--- config.mk ---
export PLATFORM = sky130hd
export DESIGN_NAME = gpio_od_pad_reg
export DESIGN_NICKNAME = d
export VERILOG_FILES = /design/src/rtl/gpio_od_pkg.sv /design/src/rtl/gpio_line_ctrl.sv /design/src/rtl/gpio_in_sync.sv /design/src/rtl/gpio_od_pad_reg.sv
export SDC_FILE = /design/constraint.sdc
export NUM_CORES = 1
export LEC_CHECK = 0
export BUFFER_PORTS_ARGS = -buffer_cell sky130_fd_sc_hd__clkbuf_2
export CAP_MARGIN = 40
export CELL_PAD_IN_SITES_DETAIL_PLACEMENT = 1
export CELL_PAD_IN_SITES_GLOBAL_PLACEMENT = 1
export CORE_MARGIN = 2
export CORE_UTILIZATION = 20
export CTS_CLUSTER_DIAMETER = 100
export DETAILED_ROUTE_END_ITERATION = 10
export PLACE_DENSITY_LB_ADDON = 0.1
export SYNTH_ARGS = -nofsm -noshare
export SYNTH_HDL_FRONTEND = slang
export SYNTH_HIERARCHICAL = 1
export SYNTH_SLANG_ARGS = --single-unit
--- constraint.sdc ---
create_clock -name clk_i -period 0.8 [get_ports clk_i]
set_input_delay 0.04 -clock clk_i [delete_from_list [all_inputs] [get_ports clk_i]]
set_output_delay 0.04 -clock clk_i [all_outputs]
set_load 0.02 [all_outputs]
--- src/rtl/gpio_od_pkg.sv ---
package gpio_od_pkg;
  localparam int unsigned LINES      = 2;
  localparam int unsigned LANE_W     = 8;
  localparam int unsigned OFS_DMSK   = 0;
  localparam int unsigned OFS_DIR    = 1;
  localparam int unsigned OFS_VMSK   = 2;
  localparam int unsigned OFS_VAL    = 3;
  localparam int unsigned OFS_IN     = 4;
  localparam int unsigned PUD_BASE   = 16;

  typedef struct packed {
    logic dir;  // 1 = output
    logic val;
  } line_cfg_t;
endpackage

--- src/rtl/gpio_line_ctrl.sv ---
module gpio_line_ctrl
  import gpio_od_pkg::*;
(
  input  logic      clk_i,
  input  logic      rst_ni,
  input  logic      wr_en_i,
  input  logic      dir_msk_i,
  input  logic      dir_i,
  input  logic      val_msk_i,
  input  logic      val_i,
  output line_cfg_t cfg_o,
  output logic      drive_low_o
);
  line_cfg_t cfg_q;

  always_ff @(posedge clk_i or negedge rst_ni) begin
    if (!rst_ni) begin
      cfg_q <= '0;
    end else if (wr_en_i) begin
      if (dir_msk_i) cfg_q.dir <= dir_i;
      if (val_msk_i) cfg_q.val <= val_i;
    end
  end

  assign cfg_o       = cfg_q;
  assign drive_low_o = cfg_q.dir & ~cfg_q.val;
endmodule

--- src/rtl/gpio_in_sync.sv ---
module gpio_in_sync #(
  parameter int unsigned W      = 2,
  parameter int unsigned STAGES = 2
) (
  input  logic         clk_i,
  input  logic         rst_ni,
  input  logic [W-1:0] d_i,
  output logic [W-1:0] q_o
);
  logic [W-1:0] stg_q [STAGES];

  always_ff @(posedge clk_i or negedge rst_ni) begin
    if (!rst_ni) begin
      for (int i = 0; i < STAGES; i++) stg_q[i] <= '0;
    end else begin
      stg_q[0] <= d_i;
      for (int i = 1; i < STAGES; i++) stg_q[i] <= stg_q[i-1];
    end
  end

  assign q_o = stg_q[STAGES-1];
endmodule

--- src/rtl/gpio_od_pad_reg.sv ---
module gpio_od_pad_reg
  import gpio_od_pkg::*;
#(
  parameter int unsigned DW          = 32,
  parameter int unsigned SYNC_STAGES = 2
) (
  input  logic          clk_i,
  input  logic          rst_ni,
  input  logic          wr_en_i,
  input  logic [DW-1:0] wdata_i,
  output logic [DW-1:0] rdata_o,
  input  logic [1:0]    line_in_i,
  output logic [1:0]    line_drive_low_o,
  output logic [1:0]    pullup_dis_o
);
  localparam int unsigned PUD_TOP = PUD_BASE + LINES;

  line_cfg_t  cfg [LINES];
  logic [LINES-1:0] in_sync;
  logic [LINES-1:0] pud_q;

  wire unused_ok = &{1'b0, wdata_i};

  for (genvar k = 0; k < LINES; k++) begin : g_line
    localparam int unsigned B = k * LANE_W;
    gpio_line_ctrl u_ctrl (
      .clk_i       (clk_i),
      .rst_ni      (rst_ni),
      .wr_en_i     (wr_en_i),
      .dir_msk_i   (wdata_i[B+OFS_DMSK]),
      .dir_i       (wdata_i[B+OFS_DIR]),
      .val_msk_i   (wdata_i[B+OFS_VMSK]),
      .val_i       (wdata_i[B+OFS_VAL]),
      .cfg_o       (cfg[k]),
      .drive_low_o (line_drive_low_o[k])
    );
  end

  gpio_in_sync #(.W(LINES), .STAGES(SYNC_STAGES)) u_sync (
    .clk_i  (clk_i),
    .rst_ni (rst_ni),
    .d_i    (line_in_i),
    .q_o    (in_sync)
  );

  // pull-up disables ignore the masks
  always_ff @(posedge clk_i or negedge rst_ni) begin
    if (!rst_ni)      pud_q <= '0;
    else if (wr_en_i) pud_q <= wdata_i[PUD_TOP-1:PUD_BASE];
  end
  assign pullup_dis_o = pud_q;

  always_comb begin
    rdata_o = '0;
    for (int k = 0; k < LINES; k++) begin
      rdata_o[k*LANE_W+OFS_DIR] = cfg[k].dir;
      rdata_o[k*LANE_W+OFS_VAL] = cfg[k].val;
      rdata_o[k*LANE_W+OFS_IN]  = in_sync[k];
    end
    rdata_o[PUD_TOP-1:PUD_BASE] = pud_q;
  end
endmodule

==> summary.txt, run 1 <==
Timing
  – Final WS setup: -0.1741 ns
  – Final hold vios: 0
  – Hold slack final: ~0.013 ns
  – Clk_skew: approximately 0.00017 ns
  – TNS Setup: -0.8827 ns
  – Post-layout min period: roughly 0.97 ns
  – Slew Viols, Final: 0
  – Crit share post-route: 121.8%
  – RSZ-0062 raised after global routing: yes
  – Final setup viols: 13
  – Fmax: around 1000 MHz

Layout
  – Nets: 120
  – # diodes: 0
  – Area Growth Syn to Fin: 43.36%
  – Fillers: about 330
  – Ratio of cells with drive above 1 in the final layout: roughly 54%

Floorplanning
  – Die Ht: about 58 um
  – Row cnt: 19
  – I/O pin count: 73
  – Core box area: between 0.002 and 0.003 mm^2
  – DIE WIDTH: roughly 58 um
  – Effective utilization at floorplan: around a fifth
  – Die Area: about 0.0033 mm^2

Yosys
  – EDFF count, synth: 0
  – Area contributors post-synth: dfrtp_1 44%, buf_4 37%, mux2_4 10%, mux2_2 3.9%, nand2_1 2.6%
  – Area leader, netlist: dfrtp_1
  – Synthesized area: between 500 and 600 um^2
  – Post-Synthesis Cells: roughly 50
  – Register bit total from synthesis: 10
  – Mean Syn Cell Area: about 11 um^2
  – Commonest register cell after synthesis: dfrtp_1
  – Synth cell count leaders: 28 x buf_4, 10 x dfrtp_1, 4 x mux2_4, 4 x nand2_1
  – Synth warnings: 6
  – Seq/Total Area, Yosys: a little over two fifths
  – Distinct cells, synth: 7
  – Top-area cell type share of the netlist area: between 40% and 50%
  – Top-count cell post-synth: buf_4
  – Ys async rst share: 100.0%

Pwr
  – Leakage: 0.4355 nW
  – Max rail drop VDD: between 0.0007 and 0.0008 V
  – Power Dens Cells: between 1500 and 2000 mW/mm^2

Critical path
  – Startpoint Class: flop
  – Crit path cell chain: nor2b_4 > buf_8
  – Worst path buffer plus inverter count: 1
  – Critical path data arrival time: 0.93 ns
  – Max incr delay on CP: ~0.42 ns
  – CP Max Fanout: 3
  – Required time of the worst setup path: about 0.76 ns
  – Critical path type: flop to output port
  – CP endpoint kind: output port
  – Crit path max-delay family: flip-flops
  – Worst path slowest cell: dfrtp_2

Global route
  – GRT overflow: 0
  – GRT Resource Usage Total: 6.679%
  – Largest net degree at the start of global routing: 11
  – Vias in the first global route: ~350
  – First-pass GRT wire length: 1.621 mm
  – Initial antenna violation count: 0

Drt
  – First drt pass iteration count: 2
  – Initial DRC count: 2
  – Routed Antenna Nets: 0
  – Vias/cell: around 3.2
  – Final WL: between 1 and 1.5 mm
  – WL/cell: 9.425 um
  – Via count: around 360
  – DRC: 0

Worst hold path
  – Hold WC Path Type: primary input to flop

Clocking
  – Clk root buf: clkbuf_4
  – CTS tree: done
  – Worst-skew pair later-pin latency: 0.26 ns
  – CTS Buf Count: 3
  – Sink Count: 10
  – Max clock buf depth: 2
  – Worst-path clk slew: 0.07 ns
  – H-tree Lvls: 1

Place
  – GP Congestion: ~0.56
  – Dpl ws: roughly 0.016 ns
  – DPL Wire Length: between 700 and 800 um
  – # port buffers: 26

Status
  – Failing checks: setup timing
  – Status: finished with violations

Run
  – Maxcap violations: 0
[logic make-up (layout without fill, tap and decap cells)]
| family | Yosys count | in the layout | share of synthesized area, % |
|---|---|---|---|
| buf+inv | 28 | 36 | 36.60 |
| flops | 10 | 10 | 43.57 |
| mux | 6 | 6 | 14.38 |
| simple gates | 6 | 6 | 4.792 |
| other cells | 1 | 24 | 0.6530 |
[through the flow]
step,std cells,cell area [um^2],power (mW),util [%]
floorplan,74,673.1,0.9847,-
global placement,103,631.9,1.001,23.11
detailed placement,103,631.9,1.003,23.11
CTS,112,757.0,1.555,27.69
global route,113,823.3,1.710,30.11
finish,113,823.3,1.596,30.11
[state kept, by name, indices dropped and copies added (netlist names)]
name and flops:
g_line.u_ctrl/cfg_o 4, pullup_dis_o 2, u_sync/stg_q 2, u_sync/q_o 2
[cell type report]
class / instances / area [um^2] / area share (%)
Tap cell: 31 / 38.79 / 4.711
Sequential cell: 10 / 257.7 / 31.31
Timing Repair Buffer: 32 / 275.3 / 33.43
Multi-Input combinational cell: 36 / 215.2 / 26.14
Clock buffer: 4 / 36.28 / 4.407
[layer usage]
layer	share of wire [%]	vias to the layer above	global-route usage (%)
li1	-	169	-
met1	35	167	7.778
met2	55	25	11.20
met3	10	0	4.082
met4	0	0	0
met5	0	-	0
[power by group]
group | switching [mW] | internal, mW
sequential | 0.0504 | 0.564
clock | 0.175 | 0.276
combinational | 0.270 | 0.261
total | 0.496 | 1.10
[worst paths after layout]
path	from	endpoint	slack [ns]	cells after the start
max reg2reg	g_line[0].u_ctrl/cfg_o[0]	g_line[0].u_ctrl/cfg_o[0]	-0.01	1
max in group asynchronous	rst_ni	g_line[1].u_ctrl/cfg_o[0]	0.39	2
min in group asynchronous	rst_ni	u_sync/q_o[0]	0.19	2
min reg2reg	u_sync/stg_q[2]	u_sync/q_o[0]	0.35	0
min	wdata_i[16]	pullup_dis_o[0]	0.01	2
max	g_line[1].u_ctrl/cfg_o[1]	line_drive_low_o[1]	-0.17	2
[what timing repair did]
item	in CTS	in global routing
cloned	0	0
endpoints found under the setup margin	12	15
hold endpoints to repair	14	1
hold buffers	5	1
pin swaps	0	0
buffers inserted	0	0
resized for setup	9	28
[placed cells by master, fill, tap and decap left out, drive strengths merged]
cell | Yosys | final
nand2 | 4 | 4
conb | 1 | 24
buf | 28 | 11
clkbuf | 0 | 19
dfrtp | 10 | 10
nor2b | 2 | 2
mux2 | 6 | 6
dlygate4sd3 | 0 | 6
(Power assumes the default switching activity.)
==> run 2, diff against run 1 <==
--- a/config.mk
+++ b/config.mk
@@ -14,6 +14,7 @@
 export CTS_CLUSTER_DIAMETER = 100
 export DETAILED_ROUTE_END_ITERATION = 10
 export PLACE_DENSITY_LB_ADDON = 0.1
+export SETUP_SLACK_MARGIN = 0.05
 export SYNTH_ARGS = -nofsm -noshare
 export SYNTH_HDL_FRONTEND = slang
 export SYNTH_HIERARCHICAL = 1
==> run 2 against run 1 <==
The flow still finishes with violations (setup timing). First-iteration DRC count down 50%. Final area down 3.6%. Wire length down 3.3%. Highest routed layer unchanged. Critical path type unchanged. Sequential power about the same. Combinational power down 2%. Critical path depth unchanged. Largest cell class is now sequential cells. Die area unchanged. Sequential share of layout area up 1.2 points. Clock skew about the same. Total power down 0.76%.
==> summary.txt, run 2 (synthesis gave the netlist of run 1 again) <==
Status
  – Status: finished with violations
  – Failing checks: setup timing

Layout
  – Final Non-Filler Cells: 110
  – Footprint of the multi-input gates: 215.2 um^2
  – Most frequent cells in the layout: 24 x conb_1, 14 x clkbuf_2, 9 x buf_6
  – # diodes: 0
  – Largest register FFs: 4
  – Final Util: between 20 and 30%
  – Most common cell after layout, fill and taps aside: conb_1
  – Fillers: between 300 and 400
  – Sequential cell area: about 260 um^2
  – Nets: roughly 120
  – Ratio of cells with drive above 1 in the final layout: 55.70%
  – Fin area: ~790 um^2
  – Area Growth Syn to Fin: 38.13%

Drt
  – Final WL: just over 1 mm
  – Vias/cell: 3.173
  – Via count: roughly 350
  – WL/cell: between 9 and 10 um
  – Top routing layer in use: met3
  – DRC: 0
  – Routed met2 length: 552 um
  – WL met3: roughly 120 um
  – Routed Antenna Nets: 0
  – First drt pass iteration count: 2
  – Initial DRC count: 1
  – Met1 wire length: between 300 and 400 um

Floorplanning
  – DIE WIDTH: 57.59 um
  – Core box area: about 0.0027 mm^2
  – Effective utilization at floorplan: between 20% and 30%
  – I/O pin count: between 70 and 80
  – Die Ht: approximately 58 um
  – Die Area: 0.003316 mm^2
  – Row cnt: 19

Place
  – # port buffers: 26
  – DPL Wire Length: around 800 um
  – Dpl ws: 0.01635 ns
  – Inst Count DP: about 100
  – GP Congestion: 0.5637
  – Dpl cell area: ~630 um^2

Timing
  – Clk_skew: 0.0001189 ns
  – TNS Setup: -0.8822 ns
  – RSZ-0062 raised after global routing: yes
  – Slew Viols, Final: 0
  – Final setup viols: 12
  – Final hold vios: 0
  – Hold slack final: ~0.009 ns
  – Crit share post-route: 121.8%
  – Fmax: about 1000 MHz
  – Final WS setup: -0.1740 ns
  – Post-layout min period: about 1 ns

Pwr
  – Tot Pwr: 1.584 mW
  – Clock power frac: 28.5%
  – Max rail drop VDD: around 0.00077 V
  – Leakage: roughly 0.42 nW
  – Switching Power: 0.4930 mW
  – Net Sw Frac: a little under a third
  – Int Power: 1.091 mW
  – Sequential Power Share: approximately two fifths
  – Combinational share of power: approximately 33%
  – Power Dens Cells: about 2000 mW/mm^2

Global route
  – Largest net degree at the start of global routing: 11
  – Initial antenna violation count: 0
  – Vias in the first global route: between 300 and 400
  – GRT Resource Usage Total: approximately 6.6%
  – First-pass GRT wire length: ~1.6 mm
  – GRT overflow: 0

Clocking
  – CTS Buf Count: 3
  – Hold Buf Count CTS: 3
  – H-tree Lvls: 1
  – Worst-skew pair later-pin latency: 0.26 ns
  – Worst-path clk slew: roughly 0.070 ns
  – Clk root buf: clkbuf_4
  – Sink Count: 10
  – # Post-CTS Setup Buffers: 0
  – Max clock buf depth: 2
  – CTS tree: done

Run
  – Maxcap violations: 0

Critical path
  – Required time of the worst setup path: roughly 0.76 ns
  – Startpoint Class: flop
  – Critical path data arrival time: between 0.9 and 1 ns
  – CP endpoint kind: output port
  – CP Max Fanout: 3
  – Critical path type: flop to output port

Worst hold path
  – Hold WC Path Type: primary input to flop
==> run 2: final cells by class <==
cell class / instances / share of cell area, %
flip-flops and latches: 10 / 32.49
repair buffers: 29 / 30.91
multi-input cells: 36 / 27.13
clock buffers: 4 / 4.574
well taps: 31 / 4.890
==> run 2: final timing paths <==
kind | startpoint | endpoint | slack (ns) | depth (start not counted)
worst max-delay path | g_line[1].u_ctrl/cfg_o[1] | line_drive_low_o[1] | -0.17 | 2
worst min-delay path | wdata_i[17] | pullup_dis_o[1] | 0.009 | 2
worst max register to register | g_line[0].u_ctrl/cfg_o[0] | g_line[0].u_ctrl/cfg_o[0] | -0.01 | 1
worst min register to register | u_sync/stg_q[2] | u_sync/q_o[0] | 0.35 | 0
max in group asynchronous | rst_ni | g_line[1].u_ctrl/cfg_o[0] | 0.39 | 2
min in group asynchronous | rst_ni | u_sync/q_o[0] | 0.19 | 2
==> run 2: layer usage <==
metal  global-route usage [%]  vias up
met5                        0        -
met4                        0        0
met3                    4.082        0
met2                    10.88       25
met1                    7.778      161
li1                         -      163
==> run 2: timing repair <==
action,CTS,global route
setup endpoints to repair,18,18
resized for setup,9,28
endpoints found under the hold margin,14,3
==> run 2: power by group through the flow <==
stage	registers, mW	logic (mW)	clock network (mW)
global placement	0.607	0.393	0
CTS	0.605	0.457	0.485
floorplan	0.655	0.329	0
global route	0.624	0.553	0.519
detailed placement	0.608	0.395	0
finish	0.614	0.519	0.451
==> run 2: critical path, cell delays in order, from the launching register on <==
cell	delay, ns
dfrtp_2	0.42
nor2b_4	0.13
buf_8	0.12
